`src/rtl/bce_pkg.sv`:
```
package bce_pkg;
    localparam int ADDR_W = 16;
    localparam int DATA_W = 8;
    localparam int FLAG_W = 4;

    typedef enum logic [1:0] {
        MD_INC  = 2'd0,
        MD_DEC  = 2'd1,
        MD_PAT  = 2'd2,
        MD_WORD = 2'd3
    } bce_mode_e;

    typedef enum logic [1:0] {
        ST_IDLE  = 2'd0,
        ST_READ  = 2'd1,
        ST_WRITE = 2'd2
    } bce_state_e;
endpackage

```
`src/rtl/bce_addr_gen.sv`:
```
module bce_addr_gen
    import bce_pkg::*;
#(
    parameter int PAT_BITS = 3
) (
    input  bce_mode_e           mode_i,
    input  logic [ADDR_W-1:0]   src_i,
    input  logic [ADDR_W-1:0]   dst_i,
    output logic [ADDR_W-1:0]   rd_addr_o,
    output logic [ADDR_W-1:0]   src_next_o,
    output logic [ADDR_W-1:0]   dst_next_o
);
    localparam int HALF = ADDR_W / 2;

    logic [HALF-1:0] lo_inc;
    logic [HALF-1:0] hi_inc;

    assign lo_inc = src_i[HALF-1:0] + 1'b1;
    assign hi_inc = dst_i[ADDR_W-1:HALF] + 1'b1;

    always_comb begin
        rd_addr_o  = src_i;
        src_next_o = src_i;
        dst_next_o = dst_i + 1'b1;
        unique case (mode_i)
            MD_INC:  src_next_o = src_i + 1'b1;
            MD_DEC:  src_next_o = src_i - 1'b1;
            MD_PAT:  rd_addr_o  = {src_i[ADDR_W-1:PAT_BITS], dst_i[PAT_BITS-1:0]};
            MD_WORD: begin
                src_next_o = {src_i[ADDR_W-1:HALF], lo_inc};
                dst_next_o = {hi_inc, dst_i[HALF-1:0]};
            end
            default: ;
        endcase
    end
endmodule

```
`src/rtl/bce_inc_flags.sv`:
```
module bce_inc_flags
    import bce_pkg::*;
#(
    parameter int W = 8
) (
    input  logic [W-1:0]      val_i,
    output logic [FLAG_W-1:0] flags_o
);
    logic [W-1:0] sum;

    assign sum = val_i + 1'b1;

    always_comb begin
        flags_o[3] = sum[W-1];
        flags_o[2] = (sum == '0);
        flags_o[1] = (val_i[3:0] == 4'hF);
        flags_o[0] = (val_i == {1'b0, {(W-1){1'b1}}});
    end
endmodule

```
`src/rtl/bce_step_cost.sv`:
```
module bce_step_cost #(
    parameter int TS_W   = 32,
    parameter int T_REP  = 21,
    parameter int T_LAST = 16,
    parameter int T_WORD = 14
) (
    input  logic            word_i,
    input  logic            more_i,
    output logic [TS_W-1:0] cost_o
);
    always_comb begin
        if (word_i)      cost_o = TS_W'(T_WORD);
        else if (more_i) cost_o = TS_W'(T_REP);
        else             cost_o = TS_W'(T_LAST);
    end
endmodule

```
`src/rtl/blk_copy_engine.sv`:
```
module blk_copy_engine
    import bce_pkg::*;
#(
    parameter int TS_W     = 32,
    parameter int T_REP    = 21,
    parameter int T_LAST   = 16,
    parameter int T_WORD   = 14,
    parameter int PAT_BITS = 3
) (
    input  logic              clk,
    input  logic              rst_n,
    input  logic              start_i,
    input  logic [1:0]        mode_i,
    input  logic              rep_i,
    input  logic [15:0]       src_i,
    input  logic [15:0]       dst_i,
    input  logic [15:0]       cnt_i,
    input  logic [7:0]        key_i,
    output logic [15:0]       mem_addr_o,
    output logic [7:0]        mem_wdata_o,
    output logic              mem_we_o,
    input  logic [7:0]        mem_rdata_i,
    output logic              busy_o,
    output logic              done_o,
    output logic [15:0]       src_o,
    output logic [15:0]       dst_o,
    output logic [15:0]       cnt_o,
    output logic [3:0]        flags_o,
    output logic [TS_W-1:0]   tstates_o
);
    localparam int HALF = ADDR_W / 2;

    typedef struct packed {
        bce_state_e           st;
        bce_mode_e            mode;
        logic                 rep;
        logic [ADDR_W-1:0]    src;
        logic [ADDR_W-1:0]    dst;
        logic [ADDR_W-1:0]    cnt;
        logic [DATA_W-1:0]    key;
        logic [FLAG_W-1:0]    flags;
        logic [TS_W-1:0]      ts;
        logic                 done;
    } regs_t;

    regs_t r_q, r_d;

    logic [ADDR_W-1:0] rd_addr, src_nx, dst_nx, cnt_nx;
    logic [FLAG_W-1:0] word_flags;
    logic [TS_W-1:0]   step_cost;
    logic              is_word, more, hit;

    bce_addr_gen #(.PAT_BITS(PAT_BITS)) i_addr (
        .mode_i     (r_q.mode),
        .src_i      (r_q.src),
        .dst_i      (r_q.dst),
        .rd_addr_o  (rd_addr),
        .src_next_o (src_nx),
        .dst_next_o (dst_nx)
    );

    bce_inc_flags #(.W(HALF)) i_flags (
        .val_i   (r_q.dst[ADDR_W-1:HALF]),
        .flags_o (word_flags)
    );

    bce_step_cost #(
        .TS_W(TS_W), .T_REP(T_REP), .T_LAST(T_LAST), .T_WORD(T_WORD)
    ) i_cost (
        .word_i (is_word),
        .more_i (more),
        .cost_o (step_cost)
    );

    assign is_word = (r_q.mode == MD_WORD);
    assign cnt_nx  = is_word ? r_q.cnt : r_q.cnt - 1'b1;
    assign more    = !is_word && r_q.rep && (cnt_nx != '0);
    assign hit     = !is_word && (mem_rdata_i == r_q.key);

    always_comb begin
        r_d         = r_q;
        r_d.done    = 1'b0;
        mem_addr_o  = rd_addr;
        mem_wdata_o = mem_rdata_i;
        mem_we_o    = 1'b0;
        unique case (r_q.st)
            ST_IDLE: begin
                if (start_i) begin
                    r_d.st   = ST_READ;
                    r_d.mode = bce_mode_e'(mode_i);
                    r_d.rep  = rep_i;
                    r_d.src  = src_i;
                    r_d.dst  = dst_i;
                    r_d.cnt  = cnt_i;
                    r_d.key  = key_i;
                    r_d.ts   = '0;
                end
            end
            ST_READ: r_d.st = ST_WRITE;
            ST_WRITE: begin
                mem_addr_o = r_q.dst;
                mem_we_o   = !hit;
                r_d.src    = src_nx;
                r_d.dst    = dst_nx;
                r_d.cnt    = cnt_nx;
                r_d.ts     = r_q.ts + step_cost;
                if (is_word) r_d.flags = word_flags;
                r_d.st     = more ? ST_READ : ST_IDLE;
                r_d.done   = !more;
            end
            default: r_d.st = ST_IDLE;
        endcase
    end

    always_ff @(posedge clk or negedge rst_n) begin
        if (!rst_n) begin
            r_q <= '{st: ST_IDLE, mode: MD_INC, default: '0};
        end else begin
            r_q <= r_d;
        end
    end

    assign busy_o    = (r_q.st != ST_IDLE);
    assign done_o    = r_q.done;
    assign src_o     = r_q.src;
    assign dst_o     = r_q.dst;
    assign cnt_o     = r_q.cnt;
    assign flags_o   = r_q.flags;
    assign tstates_o = r_q.ts;
endmodule

```
`config.mk`:
```
export PLATFORM = sky130hd
export DESIGN_NAME = blk_copy_engine
export DESIGN_NICKNAME = d
export VERILOG_FILES = /design/src/rtl/bce_pkg.sv /design/src/rtl/bce_addr_gen.sv /design/src/rtl/bce_inc_flags.sv /design/src/rtl/bce_step_cost.sv /design/src/rtl/blk_copy_engine.sv
export SDC_FILE = /design/constraint.sdc
export NUM_CORES = 1
export LEC_CHECK = 0
export BUFFER_PORTS_ARGS = -buffer_cell sky130_fd_sc_hd__buf_2
export CAP_MARGIN = 0
export CORE_ASPECT_RATIO = 0.75
export CORE_UTILIZATION = 29
export CTS_CLUSTER_SIZE = 25
export DETAILED_ROUTE_END_ITERATION = 10
export GPL_TIMING_DRIVEN = 0
export PLACE_DENSITY_LB_ADDON = 0.25
export SLEW_MARGIN = 20
export SYNTH_ARGS = -nofsm -noshare
export SYNTH_HDL_FRONTEND = slang
export SYNTH_SLANG_ARGS = --single-unit
export TNS_END_PERCENT = 50
```
`constraint.sdc`:
```
create_clock -name clk -period 4.7 [get_ports clk]
set_input_delay 0.235 -clock clk [delete_from_list [all_inputs] [get_ports clk]]
set_output_delay 0.235 -clock clk [all_outputs]
set_load 0.005 [all_outputs]
```
# After elaboration in Yosys (flattened, before gate mapping)

Cells that the tools add are included.

Logic and storage cells: 64
Output and inout port bits: 111
Bits in registers: 98

Add/sub/neg operators: 7
Multiplexer cells: 15
Equality and inequality tests: 12
Reductions and logical operators: 18

Operator list:

| operator              | count |
|---|---|
| $pmux 48 s2           | 1 |
| $mux 32               | 2 |
| $pmux 32 s2           | 1 |
| $mux 61               | 1 |
| $mux 16               | 3 |
| $pmux 16 s3           | 1 |
| $add 16x1->16 const B | 2 |
| $add 32x32->32        | 1 |
| $sub 16x1->16 const B | 2 |
| $add 8x1->8 const B   | 2 |
| $reduce_bool 16->1    | 1 |
| $eq 8x7->1 const B    | 1 |
| $eq 8x8->1            | 1 |
| $logic_not 8->1       | 1 |
| $eq 2x2->1 const B    | 3 |
| $mux 3                | 2 |
| $pmux 2 s3            | 1 |
| $reduce_and 2->1      | 3 |
| $reduce_and 3->1      | 2 |
| $eq 2x1->1 const B    | 2 |
| $eq 4x4->1 const B    | 1 |
| $logic_not 2->1       | 2 |
| $ne 2x2->1 const B    | 2 |
| $ne 4x2->1 const B    | 1 |
| other kinds (6)       | 13 |

# Depth between registers and ports, before layout

Gate-level depths: netlist of run 1.

Depth after elaboration: 8
Mapped depth: 19
Gate-level depth less buffers: 17

# By module

Synthesis of run 1 repeated with hierarchy kept, for this count alone.

Cell total of the unflattened synthesis: 1102
Area total of the unflattened synthesis: 8719.6 µm²

Modules (own cells, without submodules):

| module          | area each (µm²) | instances | seq. area each (µm²) | cells an instance |
|---|---|---|---|---|
| blk_copy_engine | 7014.2          | 1         | 2452.4               | 855 |
| bce_addr_gen    | 1417.6          | 1         | 0.0                  | 209 |
| bce_step_cost   | 237.7           | 1         | 0.0                  | 33 |
| bce_inc_flags   | 50.0            | 1         | 0.0                  | 5 |

# Least setup slack after synthesis of run 1

OpenSTA, ideal clock, no wires.

Path kind: register -> register
Start: register r_q[94] in the netlist's numbering
End: register r_q, in the netlist tstates_o[26]
Path slack: 0.393 ns
Stages on the path, launching flop included: 16
Required time: 4.618 ns
Data arrival time: 4.225 ns
Setup time: 0.082 ns
Buffers on the path: 0
Cells stage by stage: dfrtp_1 ha_1 or4_4 nor3_4 nand3_1 xnor2_1 or4_4 and3_1 ha_1 fa_1 a21o_1 a21oi_1 o21bai_1 nor3b_2 a31o_2 a31oi_1

Longest elaborated chain between the ends: 8
Elaborated cells on any way between the ends: 10

RTL lines:

| what                                                           | line                                         | source |
|---|---|---|
| from (decl)                                                    | blk_copy_engine.sv:46                        | `regs_t r_q, r_d;` |
| from (signal assigned)                                         | blk_copy_engine.sv:119                       | `r_q <= r_d;` |
| $eq 2x2->1 *                                                   | blk_copy_engine.sv:75                        | `assign is_word = (r_q.mode == MD_WORD);` |
| $mux 16 / $logic_not 1->1 (equally long branches)              | blk_copy_engine.sv:76, blk_copy_engine.sv:77 |  |
| $reduce_bool 16->1 / $logic_and 1x1->1 (equally long branches) | blk_copy_engine.sv:77                        | `assign more = !is_word && r_q.rep && (cnt_nx != '0);` |
| $logic_and 1x1->1                                              | blk_copy_engine.sv:77                        |  |
| $mux 3                                                         | bce_step_cost.sv:13                          | `else if (more_i) cost_o = TS_W'(T_REP);` |
| $mux 32 *                                                      | bce_step_cost.sv:12                          | `if (word_i) cost_o = TS_W'(T_WORD);` |
| $add 32x32->32 *                                               | blk_copy_engine.sv:106                       | `r_d.ts = r_q.ts + step_cost;` |
| $pmux 32 s2 *                                                  | blk_copy_engine.sv:86                        | `unique case (r_q.st)` |

Every way passes the cells marked *; elsewhere a longest branch is shown, timed or not.
A chain may end at the register's enable or synchronous reset.

# Final worst setup path of run 1

Ends and elaborated chain as after synthesis.

==> out/results.txt, run 1 <==
GPL Wtd Cong -> 0.890
PD cells -> 634 nW/um2
CP Launch Type -> flip-flop
number of I/O port buffers -> 179
Period minus WS final -> 4.52 ns
crit path max fanout -> 9
Die Y -> 139 um
I/O pin cnt -> 181
CP Class -> reg2reg
Crit path arrival time -> 4.80 ns
Int Power -> 3.03 mW
Antenna Violating Nets Remaining -> 0
Synth Instances -> 898
grt ovf -> 0
Worst Hold Slack -> 0.0569 ns
Max Freq -> 0.221 GHz
period utilization -> 96.2%
insertion delay to the later sink of the worst-skew pair -> 0.36 ns
Pre-antenna DRT Iters -> 6
top_reg_cell synth -> dfrtp_1
final worst slack -> 0.178 ns
vias per cell -> 5.00
Layout Nets -> 1191
filler cell count -> 2583
CTS tree -> yes
num rows -> 49
Avg WL per Cell -> 18.0 um
Clock Tree Root -> clkbuf_16
Die W -> 184 um
sw frac -> 46.8%
Worst Setup End Kind -> flip-flop
vias after detailed routing -> 7152
yosys warns -> 0
area of the multi-input gates -> 3860 um2
worst hold path type -> in2reg
effective utilization at floorplan -> 29.8%
Clk network pwr share -> 16.0%
mean post-synth cell area -> 8.03 um2
CP max-delay cell -> or4_4
Fin Clk Skew -> 0.00858 ns
HPWL Detailed -> 19300 um
Reg area -> 2450 um2
required time of the critical path -> 4.98 ns
Longest Clk Path Bufs -> 2
clock slew seen by the registers of the worst setup and hold paths -> 0.07 ns
Core Box Area -> 24200 um2
RSZ-0062 raised after global routing -> false
Mapped Area -> 7210 um2
Post-Syn Nets -> 997
Residual DRC -> 0
die area -> 25500 um2
number of synthesized flops with an enable pin -> 0
Area growth syn-to-layout -> 24.2%
largest net degree at the start of global routing -> 63
Post-Route WL -> 25700 um
CP Cell Sequence -> ha_2, or4_4, nor3_4, buf_4, a32oi_1, or4_4, and3_1, ha_1, fa_1, a21o_1, a21oi_2, o21bai_2, nor3b_2, a31o_2, a31oi_1
1st-iter DRT viols -> 614
combinational share of power -> 57.2%
global-route total usage across every layer -> 20.2%
first-pass GRT wire length -> 39100 um
number of global-route vias before repair -> 6718
synthesized flop and latch total -> 98
P_sw -> 2.66 mW
fin. max-slew vios -> 0
H-tree lvl count -> 3
max_slew headroom -> 27.1%
Num CTS Buffers -> 9
worst slack, placed -> -0.183 ns
crit-path most repeated cell -> or4_4
share of cells above drive strength 1 -> 27.9%
leak pwr -> 4.40 nW
worst ir drop on vdd -> 0.282 mV
critical path's largest stage delay -> 0.61 ns
status -> completed
Fin. Hold Viols -> 0
Synth cell types -> 63
Post-synth ARST share -> 100%
share of power burned in registers -> 26.8%
Seq/Total Area, Yosys -> 34.0%
commonest non-fill, non-tap cell in the layout -> buf_2
Slew @ Worst Pin -> 1.08 ns
antenna violations before repair -> 2
most frequent cells in the layout -> 179 x buf_2, 146 x nand2_1, 98 x dfrtp_1, 93 x buf_4, 71 x o21ai_0
maxcap violations -> 0
Final setup viols -> 0
clk sinks -> 98
-- Yosys cell counts (all sizes together), types with 15 or more instances --
master,number,area (um2)
nor3,15,91.3
xnor2,27,236
a21oi,60,300
nand2,146,548
inv,18,67.6
dfrtp,98,2450
buf,97,711
a31oi,18,113
nor2,60,225
clkbuf,40,150
xor2,18,158
ha,27,338
o21ai,72,360
nand3,39,195
-- critical path: cells and delay by family (launching register included) --
| family | cells | cell delay [ns] |
|---|---|---|
| adders and majority gates | 3 | 0.89 |
| DFF | 1 | 0.40 |
| buffers and inverters | 1 | 0.19 |
| AOI/OAI and AO/OA | 6 | 1.06 |
| and+or+nand+nor | 5 | 1.90 |
-- per-stage QoR --
stage               cells  util, %  cell area [um2]  setup TNS (ns)  total power [mW]
finish               1429     37.1             8960               0              5.68
floorplan             898        -             7210               0              3.57
CTS                  1427     37.0             8930               0              5.67
global placement     1408     35.3             8520          -0.623              4.71
global route         1428     37.1             8950               0              6.13
detailed placement   1409     35.4             8550          -0.856              4.74
-- power groups by stage --
| stage | Clock, mW | Combinational (mW) | Sequential, mW |
|---|---|---|---|
| after floorplan | 0 | 2.19 | 1.38 |
| after global routing | 0.949 | 3.60 | 1.57 |
| after detailed placement | 0 | 3.20 | 1.53 |
| after global placement | 0 | 3.18 | 1.53 |
| final | 0.907 | 3.25 | 1.53 |
| after CTS | 0.921 | 3.23 | 1.52 |
-- repair_timing --
| item | in CTS | in global routing |
|---|---|---|
| endpoints found under the hold margin | 36 | 0 |
| setup endpoints to repair | 11 | 10 |
| buffers inserted | 1 | 0 |
| pin swaps | 1 | 0 |
| resized for setup | 2 | 3 |
| hold buffers | 1 | 0 |
| cloned | 0 | 1 |
-- cells by family (layout without fill, tap and decap cells) --
| kind of cell | count (synthesis) | after routing | share of synthesized area (%) |
|---|---|---|---|
| AO/OA/AOI/OAI | 239 | 239 | 20.4 |
| XOR/XNOR | 45 | 45 | 5.47 |
| adder cells (fa/ha/maj) | 29 | 29 | 5.24 |
| buffers and inverters | 155 | 353 | 12.9 |
| flip-flops | 98 | 98 | 34.0 |
| multiplexers | 11 | 11 | 1.58 |
| other | 0 | 1 | 0 |
| AND/OR/NAND/NOR | 321 | 322 | 20.4 |
-- worst paths after layout --
kind / start / endpoint / slack (ns) / cells after the start
worst max-delay path: r_q[94]$_DFFE_PN0P_ / tstates_o[26]$_DFFE_PN0P_ / 0.18 / 15
min in group asynchronous: rst_n / cnt_o[5]$_DFFE_PN0P_ / 0.35 / 2
worst min-delay path: key_i[6] / r_q[43]$_DFFE_PN0P_ / 0.06 / 3
worst max register to register: r_q[94]$_DFFE_PN0P_ / tstates_o[26]$_DFFE_PN0P_ / 0.18 / 15
max in group asynchronous: rst_n / src_o[10]$_DFFE_PN0P_ / 3.67 / 3
worst min register to register: flags_o[2]$_DFFE_PN0P_ / flags_o[2]$_DFFE_PN0P_ / 0.48 / 2
-- final cells by class --
cell class,count,area share [%]
well taps,331,4.62
repair buffers,182,10.6
inverters,18,0.754
clock inverters,6,1.24
plain buffers,137,9.61
flip-flops and latches,98,27.4
clock buffers,10,2.67
multi-input cells,646,43.1
diodes,1,0.0279
-- registers in the layout, summed over array words and instances (netlist names) --
register / flops
cnt_o: 16
done_o: 1
dst_o: 16
flags_o: 4
r_q: 13
src_o: 16
tstates_o: 32
-- per-layer routing --
layer,GRT usage (%),vias to the layer above,part of all wire [%]
met3,4.39,37,7.3
met1,30.6,3373,50
met5,0,-,0.047
met4,6.71,2,2.3
met2,28.0,269,40
li1,-,3471,-
No activity file was read; power rests on OpenSTA's default activity.
==> inputs of run 2 (changes only) <==
- MAX_ROUTING_LAYER: default -> met4
- SETUP_SLACK_MARGIN: default -> 0.3
==> run 2 against run 1 <==
Fmax up 6.8%. Clock power hardly changed. Via count is 0.55% higher. Critical path type unchanged. Highest routed layer is now met4.
==> out/results.txt, run 2 (synthesized netlist as in run 1, its figures left out) <==
insertion delay to the later sink of the worst-skew pair -> 0.36 ns
num rows -> 49
Num CTS Buffers -> 9
Clock Tree Root -> clkbuf_16
number of flip-flops in the largest register -> 32
Avg WL per Cell -> 18.0 um
CP Class -> reg2reg
CP Launch Type -> flip-flop
1st-iter DRT viols -> 598
maxcap violations -> 0
fin. max-slew vios -> 0
share of cells above drive strength 1 -> 29.0%
required time of the critical path -> 4.98 ns
Core Box Area -> 24200 um2
Final setup viols -> 0
Period minus WS final -> 4.23 ns
Die W -> 184 um
Die Y -> 139 um
most frequent cells in the layout -> 179 x buf_2, 146 x nand2_1, 101 x buf_4, 98 x dfrtp_1, 71 x o21ai_0
grt ovf -> 0
clock slew seen by the registers of the worst setup and hold paths -> 0.07 ns
clk sinks -> 98
die area -> 25500 um2
max_slew headroom -> 32.7%
largest net degree at the start of global routing -> 63
effective utilization at floorplan -> 29.8%
Antenna Violating Nets Remaining -> 0
leak pwr -> 4.48 nW
first-pass GRT wire length -> 39200 um
crit path max fanout -> 7
global-route total usage across every layer -> 21.0%
Longest Clk Path Bufs -> 2
commonest non-fill, non-tap cell in the layout -> buf_2
vias after detailed routing -> 7191
Fin Clk Skew -> 0.0105 ns
Post-Route WL -> 25900 um
GPL Wtd Cong -> 0.906
Residual DRC -> 0
I/O pin cnt -> 181
Crit path arrival time -> 4.51 ns
Max Freq -> 0.236 GHz
Pre-antenna DRT Iters -> 5
H-tree lvl count -> 3
final core occ -> 37.6%
PD cells -> 634 nW/um2
period utilization -> 90.1%
Area growth syn-to-layout -> 25.9%
setup TNS -> 0 ns
vias per cell -> 5.00
Worst Setup End Kind -> flip-flop
antenna violations before repair -> 2
CTS tree -> yes
number of I/O port buffers -> 179
Layout Nets -> 1199
worst ir drop on vdd -> 0.287 mV
status -> completed
Fin. Hold Viols -> 0
worst hold path type -> in2reg
RSZ-0062 raised after global routing -> false
Slew @ Worst Pin -> 0.999 ns
HPWL Detailed -> 19300 um
number of global-route vias before repair -> 6753
==> run 2: cell types whose count changed in the layout (fill, tap and decap cells not counted), sizes merged <==
cell   previous run  this run
buf             278       286
diode             1         2
==> run 2: critical path, stage by stage (launching register included) <==
cell and delay (ns):
dfrtp_1 0.41, ha_4 0.20, or4_4 0.53, nor3_4 0.21, nand4_1 0.18, xnor2_2 0.19
or4_4 0.54, and3_1 0.21, ha_1 0.21, fa_2 0.36, a21o_1 0.19, a21oi_4 0.18
o21bai_4 0.12, nor3b_4 0.19, a31o_2 0.26, a31oi_1 0.15
==> run 2: final cells by class <==
cell class,count,area [um2]
inverters,18,67.6
flip-flops and latches,98,2450
clock buffers,10,239
fillers,2578,15100
well taps,331,414
multi-input cells,646,3910
repair buffers,190,1010
plain buffers,137,863
diodes,2,5.00
clock inverters,6,111
==> run 2: worst paths after layout <==
kind                                              from                         to  slack (ns)  cells after the start
worst max-delay path               r_q[95]$_DFFE_PN0P_  tstates_o[26]$_DFFE_PN0P_        0.47                     15
worst min-delay path                          key_i[6]        r_q[43]$_DFFE_PN0P_        0.06                      3
worst max register to register     r_q[95]$_DFFE_PN0P_  tstates_o[26]$_DFFE_PN0P_        0.47                     15
worst min register to register  flags_o[2]$_DFFE_PN0P_     flags_o[2]$_DFFE_PN0P_        0.48                      2
max in group asynchronous                        rst_n      src_o[10]$_DFFE_PN0P_        3.64                      3
min in group asynchronous                        rst_n       cnt_o[5]$_DFFE_PN0P_        0.34                      2
==> run 2: repair_timing <==
| action | 4_1_cts | 5_1_grt |
|---|---|---|
| cloned | 0 | 1 |
| setup buffers | 5 | 4 |
| hold buffers | 1 | 0 |
| setup endpoints to repair | 27 | 20 |
| gates resized for setup | 8 | 10 |
| hold endpoints to repair | 36 | 0 |
| pin swaps | 4 | 6 |
==> run 2: stage by stage <==
stage	total power [mW]	instance area (um2)	setup slack [ns]	cells	hold WS [ns]
2_1_floorplan	3.57	7210	0.393	898	-0.0606
3_3_place_gp	4.71	8520	-0.191	1408	0.435
3_5_place_dp	4.74	8550	-0.183	1409	0.174
4_1_cts	5.70	8990	0.326	1431	0.0454
5_1_grt	6.19	9070	0.317	1438	0.0544
6_report	5.75	9070	0.465	1438	0.0572
==> run 2: power by group <==
part / internal, mW / switching, mW / total, mW
sequential: 1.12 / 0.410 / 1.53
clock: 0.537 / 0.368 / 0.905
combinational: 1.41 / 1.91 / 3.31
==> run 2: metal layers <==
metal	global-route usage, %	wire length (um)	vias to the layer above
met2	28.3	10600	252
met1	30.9	13000	3412
li1	-	-	3489
met5	-	0	-
met3	3.78	1600	38
met4	7.11	671	0
